[src/rtl/pbus_pkg.sv]
package pbus_pkg;
  typedef enum logic {
    STB_DIR_DS = 1'b0,
    STB_RD_WR  = 1'b1
  } stb_style_e;

  typedef enum logic {
    ADR_LATCH  = 1'b0,
    ADR_SELECT = 1'b1
  } adr_style_e;

  localparam int unsigned BUS_W = 8;
endpackage

[src/rtl/pbus_sync.sv]
module pbus_sync #(
  parameter int unsigned W = 1,
  parameter logic [W-1:0] RST = '0
) (
  input  logic         clk,
  input  logic         rst_n,
  input  logic [W-1:0] d,
  output logic [W-1:0] q
);
  logic [W-1:0] meta;

  always_ff @(posedge clk or negedge rst_n) begin
    if (!rst_n) begin
      meta <= RST;
      q    <= RST;
    end else begin
      meta <= d;
      q    <= meta;
    end
  end
endmodule

[src/rtl/pbus_decode.sv]
module pbus_decode
  import pbus_pkg::*;
#(
  parameter int unsigned DW = BUS_W
) (
  input  logic          clk,
  input  logic          rst_n,
  input  stb_style_e    cfg_stb,
  input  adr_style_e    cfg_adr,
  input  logic          cs_n_s,
  input  logic          a_s,
  input  logic          b_s,
  input  logic          asel_s,
  input  logic [DW-1:0] ad_s,
  output logic          rd_act,
  output logic          rd_start,
  output logic          wr_evt,
  output logic          wr_is_addr,
  output logic [DW-1:0] wr_data,
  output logic [DW-1:0] addr_q
);
  logic          cs;
  logic          wr_act;
  logic          rd_prev, wr_prev;
  logic          ale_act, ale_prev;
  logic [DW-1:0] ale_hold;
  logic [DW-1:0] wd_hold;
  logic          sel_hold;

  assign cs = !cs_n_s;

  always_comb begin
    if (cfg_stb == STB_DIR_DS) begin
      rd_act = cs && !b_s && a_s;
      wr_act = cs && !b_s && !a_s;
    end else begin
      rd_act = cs && !a_s;
      wr_act = cs && !b_s;
    end
  end

  assign ale_act    = cs && asel_s && (cfg_adr == ADR_LATCH);
  assign rd_start   = rd_act && !rd_prev;
  assign wr_evt     = wr_prev && !wr_act;
  assign wr_is_addr = (cfg_adr == ADR_SELECT) && sel_hold;
  assign wr_data    = wd_hold;

  always_ff @(posedge clk or negedge rst_n) begin
    if (!rst_n) begin
      rd_prev  <= 1'b0;
      wr_prev  <= 1'b0;
      ale_prev <= 1'b0;
      ale_hold <= '0;
      wd_hold  <= '0;
      sel_hold <= 1'b0;
      addr_q   <= '0;
    end else begin
      rd_prev  <= rd_act;
      wr_prev  <= wr_act;
      ale_prev <= ale_act;
      if (ale_act) ale_hold <= ad_s;
      if (wr_act) begin
        wd_hold  <= ad_s;
        sel_hold <= asel_s;
      end
      if (ale_prev && !ale_act) addr_q <= ale_hold;
      else if (wr_evt && wr_is_addr) addr_q <= wd_hold;
    end
  end

  assert_rd_wr_exclusive_R2: assert property (@(posedge clk) disable iff (!rst_n)
    $onehot0({rd_act, wr_act}));

  assert_no_access_without_cs_R6: assert property (@(posedge clk) disable iff (!rst_n)
    cs_n_s |-> !(rd_act || wr_act || ale_act));

  assert_addr_only_on_event_R4: assert property (@(posedge clk) disable iff (!rst_n)
    !(ale_prev && !ale_act) && !(wr_evt && wr_is_addr) |=> $stable(addr_q));
endmodule

[src/rtl/pbus_irq.sv]
module pbus_irq #(
  parameter int unsigned PULSE_W = 4
) (
  input  logic clk,
  input  logic rst_n,
  input  logic irq_event,
  input  logic irq_clear,
  input  logic irq_active_high,
  input  logic irq_pulse_mode,
  output logic irq_out
);
  localparam int unsigned PCW = $clog2(PULSE_W + 1);

  logic           pend;
  logic [PCW-1:0] pcnt;
  logic           asrt;

  always_ff @(posedge clk or negedge rst_n) begin
    if (!rst_n) begin
      pend <= 1'b0;
      pcnt <= '0;
    end else begin
      if (irq_event)      pend <= 1'b1;
      else if (irq_clear) pend <= 1'b0;
      if (irq_event)         pcnt <= PCW'(PULSE_W);
      else if (pcnt != '0)   pcnt <= pcnt - 1'b1;
    end
  end

  assign asrt    = irq_pulse_mode ? (pcnt != '0) : pend;
  assign irq_out = irq_active_high ? asrt : !asrt;

  assert_level_set_R10: assert property (@(posedge clk) disable iff (!rst_n)
    irq_event |=> pend);

  assert_level_clear_R10: assert property (@(posedge clk) disable iff (!rst_n)
    (irq_clear && !irq_event) |=> !pend);

  assert_pulse_bounded_R11: assert property (@(posedge clk) disable iff (!rst_n)
    pcnt <= PCW'(PULSE_W));

  assert_pulse_start_R11: assert property (@(posedge clk) disable iff (!rst_n)
    irq_event |=> (pcnt == PCW'(PULSE_W)));
endmodule

[src/rtl/pbus_slave.sv]
module pbus_slave
  import pbus_pkg::*;
#(
  parameter int unsigned WR_LAT  = 2,
  parameter int unsigned RD_LAT  = 1,
  parameter int unsigned PULSE_W = 4
) (
  input  logic             clk,
  input  logic             rst_n,
  input  logic             mode_strobe,
  input  logic             mode_addr,
  input  logic             bus_cs_n,
  input  logic             bus_pin_a,
  input  logic             bus_pin_b,
  input  logic             bus_asel,
  input  logic [BUS_W-1:0] bus_ad_in,
  output logic [BUS_W-1:0] bus_ad_out,
  output logic             bus_ad_oe,
  output logic             bus_ready,
  output logic             rf_wr_en,
  output logic             rf_rd_en,
  output logic [BUS_W-1:0] rf_addr,
  output logic [BUS_W-1:0] rf_wdata,
  input  logic [BUS_W-1:0] rf_rdata,
  input  logic             irq_event,
  input  logic             irq_clear,
  input  logic             irq_active_high,
  input  logic             irq_pulse_mode,
  output logic             irq_out
);
  localparam int unsigned MAXLAT = (WR_LAT > RD_LAT) ? WR_LAT : RD_LAT;
  localparam int unsigned CW     = $clog2(MAXLAT + 1);
  localparam int unsigned SW     = BUS_W + 4;
  localparam logic [SW-1:0] SYNC_RST = {1'b1, 1'b1, 1'b1, 1'b0, {BUS_W{1'b0}}};

  stb_style_e cfg_stb;
  adr_style_e cfg_adr;

  always_ff @(posedge clk) begin
    if (!rst_n) begin
      cfg_stb <= stb_style_e'(mode_strobe);
      cfg_adr <= adr_style_e'(mode_addr);
    end
  end

  logic [SW-1:0]    raw, syn;
  logic             cs_n_s, a_s, b_s, asel_s;
  logic [BUS_W-1:0] ad_s;

  assign raw = {bus_cs_n, bus_pin_a, bus_pin_b, bus_asel, bus_ad_in};
  assign {cs_n_s, a_s, b_s, asel_s, ad_s} = syn;

  pbus_sync #(.W(SW), .RST(SYNC_RST)) u_sync (
    .clk(clk), .rst_n(rst_n), .d(raw), .q(syn)
  );

  logic             rd_act, rd_start, wr_evt, wr_is_addr;
  logic [BUS_W-1:0] wr_data, addr_q;

  pbus_decode #(.DW(BUS_W)) u_dec (
    .clk(clk), .rst_n(rst_n), .cfg_stb(cfg_stb), .cfg_adr(cfg_adr),
    .cs_n_s(cs_n_s), .a_s(a_s), .b_s(b_s), .asel_s(asel_s), .ad_s(ad_s),
    .rd_act(rd_act), .rd_start(rd_start), .wr_evt(wr_evt),
    .wr_is_addr(wr_is_addr), .wr_data(wr_data), .addr_q(addr_q)
  );

  logic          idle;
  logic [CW-1:0] cnt;
  logic          rd_mode;
  logic [BUS_W-1:0] rdata_q;
  logic          acc_wr, acc_rd;

  assign idle     = (cnt == '0);
  assign acc_wr   = idle && wr_evt;
  assign acc_rd   = idle && !wr_evt && rd_start;
  assign rf_wr_en = acc_wr && !wr_is_addr;
  assign rf_rd_en = acc_rd;
  assign rf_addr  = addr_q;
  assign rf_wdata = wr_data;

  always_ff @(posedge clk or negedge rst_n) begin
    if (!rst_n) begin
      cnt       <= '0;
      rd_mode   <= 1'b0;
      bus_ready <= 1'b1;
      rdata_q   <= '0;
    end else if (idle) begin
      if (acc_wr) begin
        cnt       <= CW'(WR_LAT);
        rd_mode   <= 1'b0;
        bus_ready <= 1'b0;
      end else if (acc_rd) begin
        cnt       <= CW'(RD_LAT);
        rd_mode   <= 1'b1;
        bus_ready <= 1'b0;
      end
    end else begin
      cnt <= cnt - 1'b1;
      if (cnt == CW'(1)) begin
        bus_ready <= 1'b1;
        if (rd_mode) rdata_q <= rf_rdata;
      end
    end
  end

  assign bus_ad_out = rdata_q;
  assign bus_ad_oe  = rd_act;

  pbus_irq #(.PULSE_W(PULSE_W)) u_irq (
    .clk(clk), .rst_n(rst_n), .irq_event(irq_event), .irq_clear(irq_clear),
    .irq_active_high(irq_active_high), .irq_pulse_mode(irq_pulse_mode),
    .irq_out(irq_out)
  );

  assert_cfg_frozen_R1: assert property (@(posedge clk) disable iff (!rst_n)
    $past(rst_n) |-> ($stable(cfg_stb) && $stable(cfg_adr)));

  assert_write_drops_ready_R7: assert property (@(posedge clk) disable iff (!rst_n)
    rf_wr_en |=> !bus_ready);

  assert_read_drops_ready_R8: assert property (@(posedge clk) disable iff (!rst_n)
    rf_rd_en |=> !bus_ready);

  assert_busy_counts_R7: assert property (@(posedge clk) disable iff (!rst_n)
    !bus_ready |-> (cnt != '0));

  assert_oe_needs_cs_R9: assert property (@(posedge clk) disable iff (!rst_n)
    bus_ad_oe |-> !cs_n_s);
endmodule

[config.mk]
export PLATFORM = sky130hd
export DESIGN_NAME = pbus_slave
export DESIGN_NICKNAME = d
export VERILOG_FILES = /design/src/rtl/pbus_pkg.sv /design/src/rtl/pbus_sync.sv /design/src/rtl/pbus_decode.sv /design/src/rtl/pbus_irq.sv /design/src/rtl/pbus_slave.sv
export SDC_FILE = /design/constraint.sdc
export NUM_CORES = 1
export LEC_CHECK = 0
export ABC_AREA = 1
export ABC_CLOCK_PERIOD_IN_PS = 1400
export BUFFER_PORTS_ARGS = -buffer_cell sky130_fd_sc_hd__clkbuf_2
export CORE_AREA = 2 2 79 81
export DETAILED_ROUTE_END_ITERATION = 10
export DIE_AREA = 0 0 81 83
export PLACE_DENSITY = 0.67
export SLEW_MARGIN = 30
export SYNTH_ARGS = -nofsm -noshare
export SYNTH_HDL_FRONTEND = slang
export SYNTH_SLANG_ARGS = --single-unit
[constraint.sdc]
create_clock -name clk -period 1.4 [get_ports clk]
set_input_delay 0.07 -clock clk [delete_from_list [all_inputs] [get_ports clk]]
set_output_delay 0.07 -clock clk [all_outputs]
set_load 0.05 [all_outputs]
==> impl_metrics.yaml, run 1 <==
run_status:
  status: "complete, but fails checks"
  violations: "setup timing"
setup_path:
  crit_type: "reg -> out"
  cpPeakStageDelay_ps: 400
  worstPathCellList: "inv_2 > ha_4 > inv_4 > nor2_4 > nand2_2 > o21ai_4 > xor2_4 > buf_8"
  crit_slowest_cell: "dfrtp_1"
  worstPathRequired_ps: 1330
  worst_ep_arrival_time_ps: 1560
  setup.worst_path.start_class: "flip-flop"
  cp_max_fo: 2
  endpoint_kind: "output port"
routing:
  drc: 0
  drtAntennaViolNets: 0
  finalWirelength_mm: 5.00
  first_iter_violations: 148
  wl_per_cell_um: 12.1
  vias: 1834
  via_per_inst: 4.43
  firstDrtPassIters: 4
global_route:
  gr-usage-met1: 0.212
  grt_pass1_vias: 1875
  grt_max_degree: 69
  grt_overflow: 0
  grt.total_usage: 0.165
  use_met3: 0.0272
  grt_pass1_wl_mm: 8.42
  busiest_layer: "met2"
  antenna_found_initial: 0
  grt_util_met2: 0.257
timing:
  setup_violations: 5
  finalCritPeriodShare: 1.16
  maxSlewHeadroom: 0.762
  clock-skew-final_ps: 5.13
  finalWorstSetupSlack_ps: -230
  fin_crit_ps: 1630
  finalHoldViolCount: 0
  max_freq_ghz: 0.613
  slew_violations: 0
  tightest_slew_ps: 357
  hold_ws_ps: 288
  rsz0062_at_grt: "true"
cells_and_area:
  fill_cells: 492
  drive_gt1_frac: 0.401
  fin_nets: 364
  area_growth_syn_to_layout_pct: 44.2
  final_area_um2: 3720
  n_antenna_cell: 0
power_and_ir_drop:
  comb_power_share: 0.328
  seq_power_share: 0.402
  ir_drop_uv: 1210
  power_frac_clock: 0.271
  cellInternalPower_w: 0.00418
  p_leak_nw: 1.88
  net-switching-power_w: 0.00243
  p_per_area_nw_per_um2: 1780
  swShare: 0.368
synth:
  ys.warnings.count: 0
  avgSynthCellArea_um2: 11.2
  synth_area_um2: 2580
  ys_types: 26
  yosysSeqAreaShare: 0.687
  syn-num-nets: 261
  ys_seq_elements: 70
  synth_cells: 231
min_path:
  min_path_type: "in -> async"
placement:
  pre_cts_ws_ps: -71.9
  dpl.hpwl_mm: 2.95
  post_dp_cell_area_um2: 3040
  finalWeightedCongestion: 0.710
  numPortBuffers: 56
clock_tree:
  cts_tree: "built"
  cts.sinks: 70
  clock_latency_ps: 340
  clockBufferDepth: 2
  worst_setup_hold_path_clk_slew_ps: 70
  cts_htree_levels: 3
  numCtsBuffers: 9
  root_buffer: "clkbuf_8"
die:
  start_util: 0.443
  coreArea_um2: 5820
  num_rows: 28
  fp.dieH_um: 83
  io_pins: 57
  die_w_um: 81
  die-area_um2: 6720
run:
  maxCapViolCount: 0
critical path, delay by kind of cell, from the launching register on:
family | cells | cell delay, ps
AO/OA/AOI/OAI | 1 | 80
buffers and inverters | 3 | 280
AND/OR/NAND/NOR | 2 | 150
flip-flops | 1 | 400
adder cells (fa/ha/maj) | 1 | 140
XOR/XNOR | 1 | 170
power by group through the flow:
stage                     Clock, W  Sequential [W]  Combinational, W
after floorplan                  0         0.00347          0.000559
after global placement           0         0.00265           0.00184
final                      0.00179         0.00266           0.00217
after global routing       0.00193         0.00270           0.00233
after CTS                  0.00184         0.00264           0.00204
after detailed placement         0         0.00267           0.00187
flip-flops by register name, indices dropped and copies added (netlist names):
name / flops
rd_mode: 1
u_dec.sel_hold: 1
u_sync.meta: 12
cfg_adr: 1
u_irq.pend: 1
cnt: 2
u_dec.addr_q: 8
u_dec.wr_data: 8
u_dec.ale_prev: 1
bus_ad_out: 8
u_dec.ale_hold: 8
u_dec.wr_prev: 1
cfg_stb: 1
u_sync.q: 12
u_dec.rd_prev: 1
bus_ready: 1
u_irq.pcnt: 3
cell usage after synthesis:
cell type | instances | area share
mux2_2 | 8 | 0.035
nand3_1 | 1 | 0.0019
dfstp_2 | 7 | 0.071
nor2_2 | 1 | 0.0024
inv_2 | 1 | 0.0015
nand2_4 | 2 | 0.0087
nand2_2 | 1 | 0.0024
edfxtp_1 | 2 | 0.023
inv_4 | 2 | 0.0049
buf_6 | 1 | 0.0044
dfrtp_1 | 61 | 0.59
nand3_2 | 2 | 0.0078
xnor2_1 | 1 | 0.0034
ha_1 | 2 | 0.0097
nand2_1 | 76 | 0.11
nor2_1 | 5 | 0.0073
o21ai_0 | 23 | 0.045
buf_2 | 1 | 0.0019
clkbuf_1 | 1 | 0.0015
nand4_1 | 2 | 0.0049
a21oi_1 | 2 | 0.0039
xor2_1 | 1 | 0.0034
nand3b_4 | 1 | 0.0078
a211oi_1 | 1 | 0.0029
inv_1 | 25 | 0.036
a21oi_4 | 1 | 0.0063
path summary, 6_finish.rpt:
path                                            from                        end  slack [ps]  depth (start not counted)
min reg2reg                 u_sync.meta[6]$_DFF_PN0_      u_sync.q[6]$_DFF_PN0_         350                          0
max in group asynchronous                      rst_n  u_sync.meta[11]$_DFF_PN1_         770                          3
max                        u_irq.pcnt[1]$_DFFE_PN0P_                    irq_out        -230                          8
min                                            rst_n  bus_ad_out[1]$_DFFE_PN0P_         290                          3
min in group clk            u_sync.meta[6]$_DFF_PN0_      u_sync.q[6]$_DFF_PN0_         350                          0
max reg2reg                   u_sync.q[10]$_DFF_PN1_      bus_ready$_DFFE_PN1P_         -10                         11
kinds of logic (layout without fill, tap and decap cells):
group / after synthesis / after routing / synth area share
adders and majority gates: 2 / 2 / 0.00970
buffers and inverters: 31 / 139 / 0.0505
and+or+nand+nor: 91 / 91 / 0.154
AOI/OAI and AO/OA: 27 / 27 / 0.0577
DFF: 70 / 70 / 0.687
muxes: 8 / 8 / 0.0349
xor gates and xnor gates: 2 / 2 / 0.00679
cell type report:
class / instances / area [µm²] / share of cell area
timing repair buffer: 95 / 728 / 0.196
multi-input combinational: 130 / 781 / 0.210
sequential: 70 / 1770 / 0.476
clock inverter: 6 / 85.1 / 0.0229
clock buffer: 10 / 138 / 0.0370
tap: 75 / 93.8 / 0.0252
inverter: 28 / 121 / 0.0326
metal layers:
| metal | routed length (µm) | part of all wire | vias to the layer above |
|---|---|---|---|
| li1 | - | - | 924 |
| met1 | 2140 | 0.43 | 854 |
| met2 | 2540 | 0.51 | 44 |
| met3 | 182 | 0.036 | 12 |
| met4 | 139 | 0.028 | 0 |
| met5 | 0 | 0 | - |
cell usage in the layout, fill, tap and decap left out, types with 2 or more instances in the layout:
master	count
inv_4	3
buf_12	2
dfrtp_1	61
clkinvlp_4	3
dlygate4sd3_1	25
nor2_1	2
nand4_1	2
mux2_2	8
nor2_2	3
nand2_1	67
clkbuf_2	51
edfxtp_1	2
inv_2	4
nand2_2	9
clkbuf_8	10
bufinv_16	2
dfstp_2	7
buf_4	9
nand2_4	3
o21ai_0	21
inv_1	19
clkinv_2	2
buf_6	4
clkbuf_16	2
per-stage QoR:
stage          std cells  power, W  utilization  setup TNS, ps
2_1_floorplan        231   0.00403            -          -44.2
3_3_place_gp         365   0.00449        0.522              0
3_5_place_dp         365   0.00454        0.522          -71.9
4_1_cts              412   0.00652        0.626           -853
5_1_grt              414   0.00696        0.639          -1280
6_report             414   0.00661        0.639           -739
repair_timing:
item,CTS,global route
hold buffers,25,0
resized for setup,20,21
endpoints found under the hold margin,86,0
pin swaps,9,9
buffers inserted,6,5
endpoints found under the setup margin,4,15
No activity file was read; power rests on OpenSTA's default activity.
==> inputs of run 2 (changes only) <==
--- a/config.mk
+++ b/config.mk
@@ -8,11 +8,15 @@
 export ABC_AREA = 1
 export ABC_CLOCK_PERIOD_IN_PS = 1400
 export BUFFER_PORTS_ARGS = -buffer_cell sky130_fd_sc_hd__clkbuf_2
-export CORE_AREA = 2 2 79 81
+export CELL_PAD_IN_SITES_DETAIL_PLACEMENT = 2
+export CELL_PAD_IN_SITES_GLOBAL_PLACEMENT = 2
+export CORE_AREA = 2 2 93 95
 export DETAILED_ROUTE_END_ITERATION = 10
-export DIE_AREA = 0 0 81 83
-export PLACE_DENSITY = 0.67
+export DIE_AREA = 0 0 95 97
+export PLACE_DENSITY_LB_ADDON = 0.1
 export SLEW_MARGIN = 30
 export SYNTH_ARGS = -nofsm -noshare
 export SYNTH_HDL_FRONTEND = slang
+export SYNTH_HIERARCHICAL = 1
 export SYNTH_SLANG_ARGS = --single-unit
+export TNS_END_PERCENT = 10
==> impl_metrics.yaml, run 2 <==
run_status:
  status: "complete, but fails checks"
  violations: "setup timing"
die:
  io_pins: 57
  die-area_um2: 9220
  die_w_um: 95
  start_util: 0.334
  coreArea_um2: 8130
  num_rows: 33
  fp.dieH_um: 97
clock_tree:
  root_buffer: "clkbuf_8"
  cts_htree_levels: 3
  worst_setup_hold_path_clk_slew_ps: 80
  numCtsBuffers: 9
  cts_tree: "built"
  cts.sinks: 70
  clockBufferDepth: 2
  clock_latency_ps: 340
synth:
  ys.flop_type: "dfrtp_1"
  synth_top_area_frac: 0.561
  synth-edff-count: 2
  synth_cells: 258
  synthTopCellsByCount: "76 x nand2_1, 61 x dfrtp_1, 32 x inv_1"
  ys_seq_elements: 70
  synth_area_um2: 2720
  avgSynthCellArea_um2: 10.5
  synth.most_common_cell: "nand2_1"
  ys_types: 23
  yosysSeqAreaShare: 0.651
  synth.area.top_cells: "dfrtp_1 56%, nand2_1 10%, dfstp_2 6.8%"
  synthArstFlopShare: 0.971
  ys.warnings.count: 6
  post-synth-top-area-cell: "dfrtp_1"
  syn-num-nets: 288
timing:
  slew_violations: 0
  finalWorstSetupSlack_ps: -208
  finalHoldViolCount: 0
  tightest_slew_ps: 375
  maxSlewHeadroom: 0.750
  max_freq_ghz: 0.622
  setup_violations: 12
  clock-skew-final_ps: 10.8
  hold_ws_ps: 17.8
  fin_crit_ps: 1610
  finalCritPeriodShare: 1.15
  rsz0062_at_grt: "true"
cells_and_area:
  drive_gt1_frac: 0.355
  final_util: 0.466
  fill_cells: 889
  area_growth_syn_to_layout_pct: 39.4
  n_antenna_cell: 0
  fin_nets: 388
  final_area_um2: 3790
  layout_commonest_cell: "nand2_1"
  final_cells: 468
  reg.largest.list: "u_sync/meta (12), u_sync/q (12)"
  final_cell_mix: "73 x nand2_1, 61 x dfrtp_1, 51 x clkbuf_2, 27 x inv_1, 25 x dlygate4sd3_1"
routing:
  wl_met2_mm: 3.28
  firstDrtPassIters: 4
  vias: 2088
  met1_length_mm: 2.77
  drtAntennaViolNets: 0
  first_iter_violations: 77
  met3WireLength_um: 269
  drc: 0
  wl_per_cell_um: 13.6
  top_layer_used: "met4"
  via_per_inst: 4.46
  finalWirelength_mm: 6.38
setup_path:
  cp_top_family: "flip-flops"
  worstPathCellList: "nor2_4 > nand2_4 > inv_4 > nor2_4 > nand2_2 > nor2_4 > buf_12"
  cpPeakStageDelay_ps: 580
  worst_ep_arrival_time_ps: 1540
  endpoint_kind: "output port"
  crit_type: "reg -> out"
  crit_top_cell: "nor2_4"
  setup.worst_path.start_class: "flip-flop"
  crit_buf_inv: 2
  cp_max_fo: 3
  crit_slowest_cell: "dfstp_2"
  worstPathRequired_ps: 1330
power_and_ir_drop:
  p_leak_nw: 1.95
  ir_drop_uv: 1070
  p_per_area_nw_per_um2: 1790
placement:
  finalWeightedCongestion: 0.683
  dpl.hpwl_mm: 4.20
  pre_cts_ws_ps: -3.54
  post_dp_cell_area_um2: 3170
  numPortBuffers: 56
  dp.cells: 421
global_route:
  grt_pass1_wl_mm: 10.8
  grt_max_degree: 69
  grt_pass1_vias: 2240
  grt_overflow: 0
  antenna_found_initial: 0
  grt.total_usage: 0.153
min_path:
  min_path_type: "in -> reg"
run:
  maxCapViolCount: 0
[run 2: power by group]
group,internal (W),switching [W],total [W]
clock,0.00117,0.000763,0.00194
sequential,0.00243,0.000239,0.00267
combinational,0.000622,0.00155,0.00217
[run 2: routing by layer]
metal,global-route usage,vias to the layer above
li1,-,1002
met4,0.0435,0
met2,0.250,47
met3,0.0452,6
met5,0,-
met1,0.195,1033
[run 2: cell families (layout without fill, tap and decap cells)]
kind of cell / after synthesis / after routing / share of synthesized area
flip-flops: 70 / 70 / 0.651
buffers and inverters: 41 / 146 / 0.0699
AO/OA/AOI/OAI: 30 / 30 / 0.0672
AND/OR/NAND/NOR: 115 / 115 / 0.202
adder cells (fa/ha/maj): 2 / 2 / 0.00920
[run 2: path summary, 6_finish.rpt]
check / from / end / slack [ps] / depth (start not counted)
max: u_sync/q[11]$_DFF_PN1_ / rf_wr_en / -210 / 7
min: irq_event / u_irq/pcnt[2]$_DFFE_PN0P_ / 20 / 3
max reg2reg: u_sync/q[11]$_DFF_PN1_ / rd_mode$_DFFE_PN0P_ / -50 / 9
min reg2reg: u_sync/meta[4]$_DFF_PN0_ / u_sync/q[4]$_DFF_PN0_ / 340 / 0
max in group asynchronous: rst_n / u_sync/q[10]$_DFF_PN1_ / 750 / 3
min in group asynchronous: rst_n / u_dec/addr_q[3]$_DFFE_PN0P_ / 290 / 3
[run 2: area by class of cell]
| class | count | area (µm²) | area share |
|---|---|---|---|
| multi-input combinational | 147 | 815 | 0.215 |
| timing repair buffer | 95 | 703 | 0.186 |
| sequential | 70 | 1770 | 0.467 |
| inverter | 35 | 134 | 0.0353 |
| clock inverter | 7 | 113 | 0.0297 |
| tap | 105 | 131 | 0.0347 |
| clock buffer | 9 | 124 | 0.0327 |
[run 2: timing repair]
item / CTS / global route
pin swaps: 7 / 6
hold endpoints to repair: 84 / 0
setup endpoints to repair: 5 / 15
resized for setup: 21 / 8
gates cloned: 0 / 0
hold buffers: 25 / 0
setup buffers: 4 / 2
[run 2: worst reg2reg max path, stage by stage (launching register included)]
cell     delay (ps)
dfstp_2         580
nor2_4           50
nand2_4          80
inv_4            40
nor2_4           90
nand2_2          90
buf_4           160
buf_4           120
nand3_1          70
nand2_1          50
[run 2: through the flow]
step                setup TNS (ps)  power, W
finish                        -523   0.00678
global route                 -1930   0.00720
CTS                           -853   0.00684
detailed placement           -3.54   0.00474
global placement                 0   0.00467
floorplan                        0   0.00418
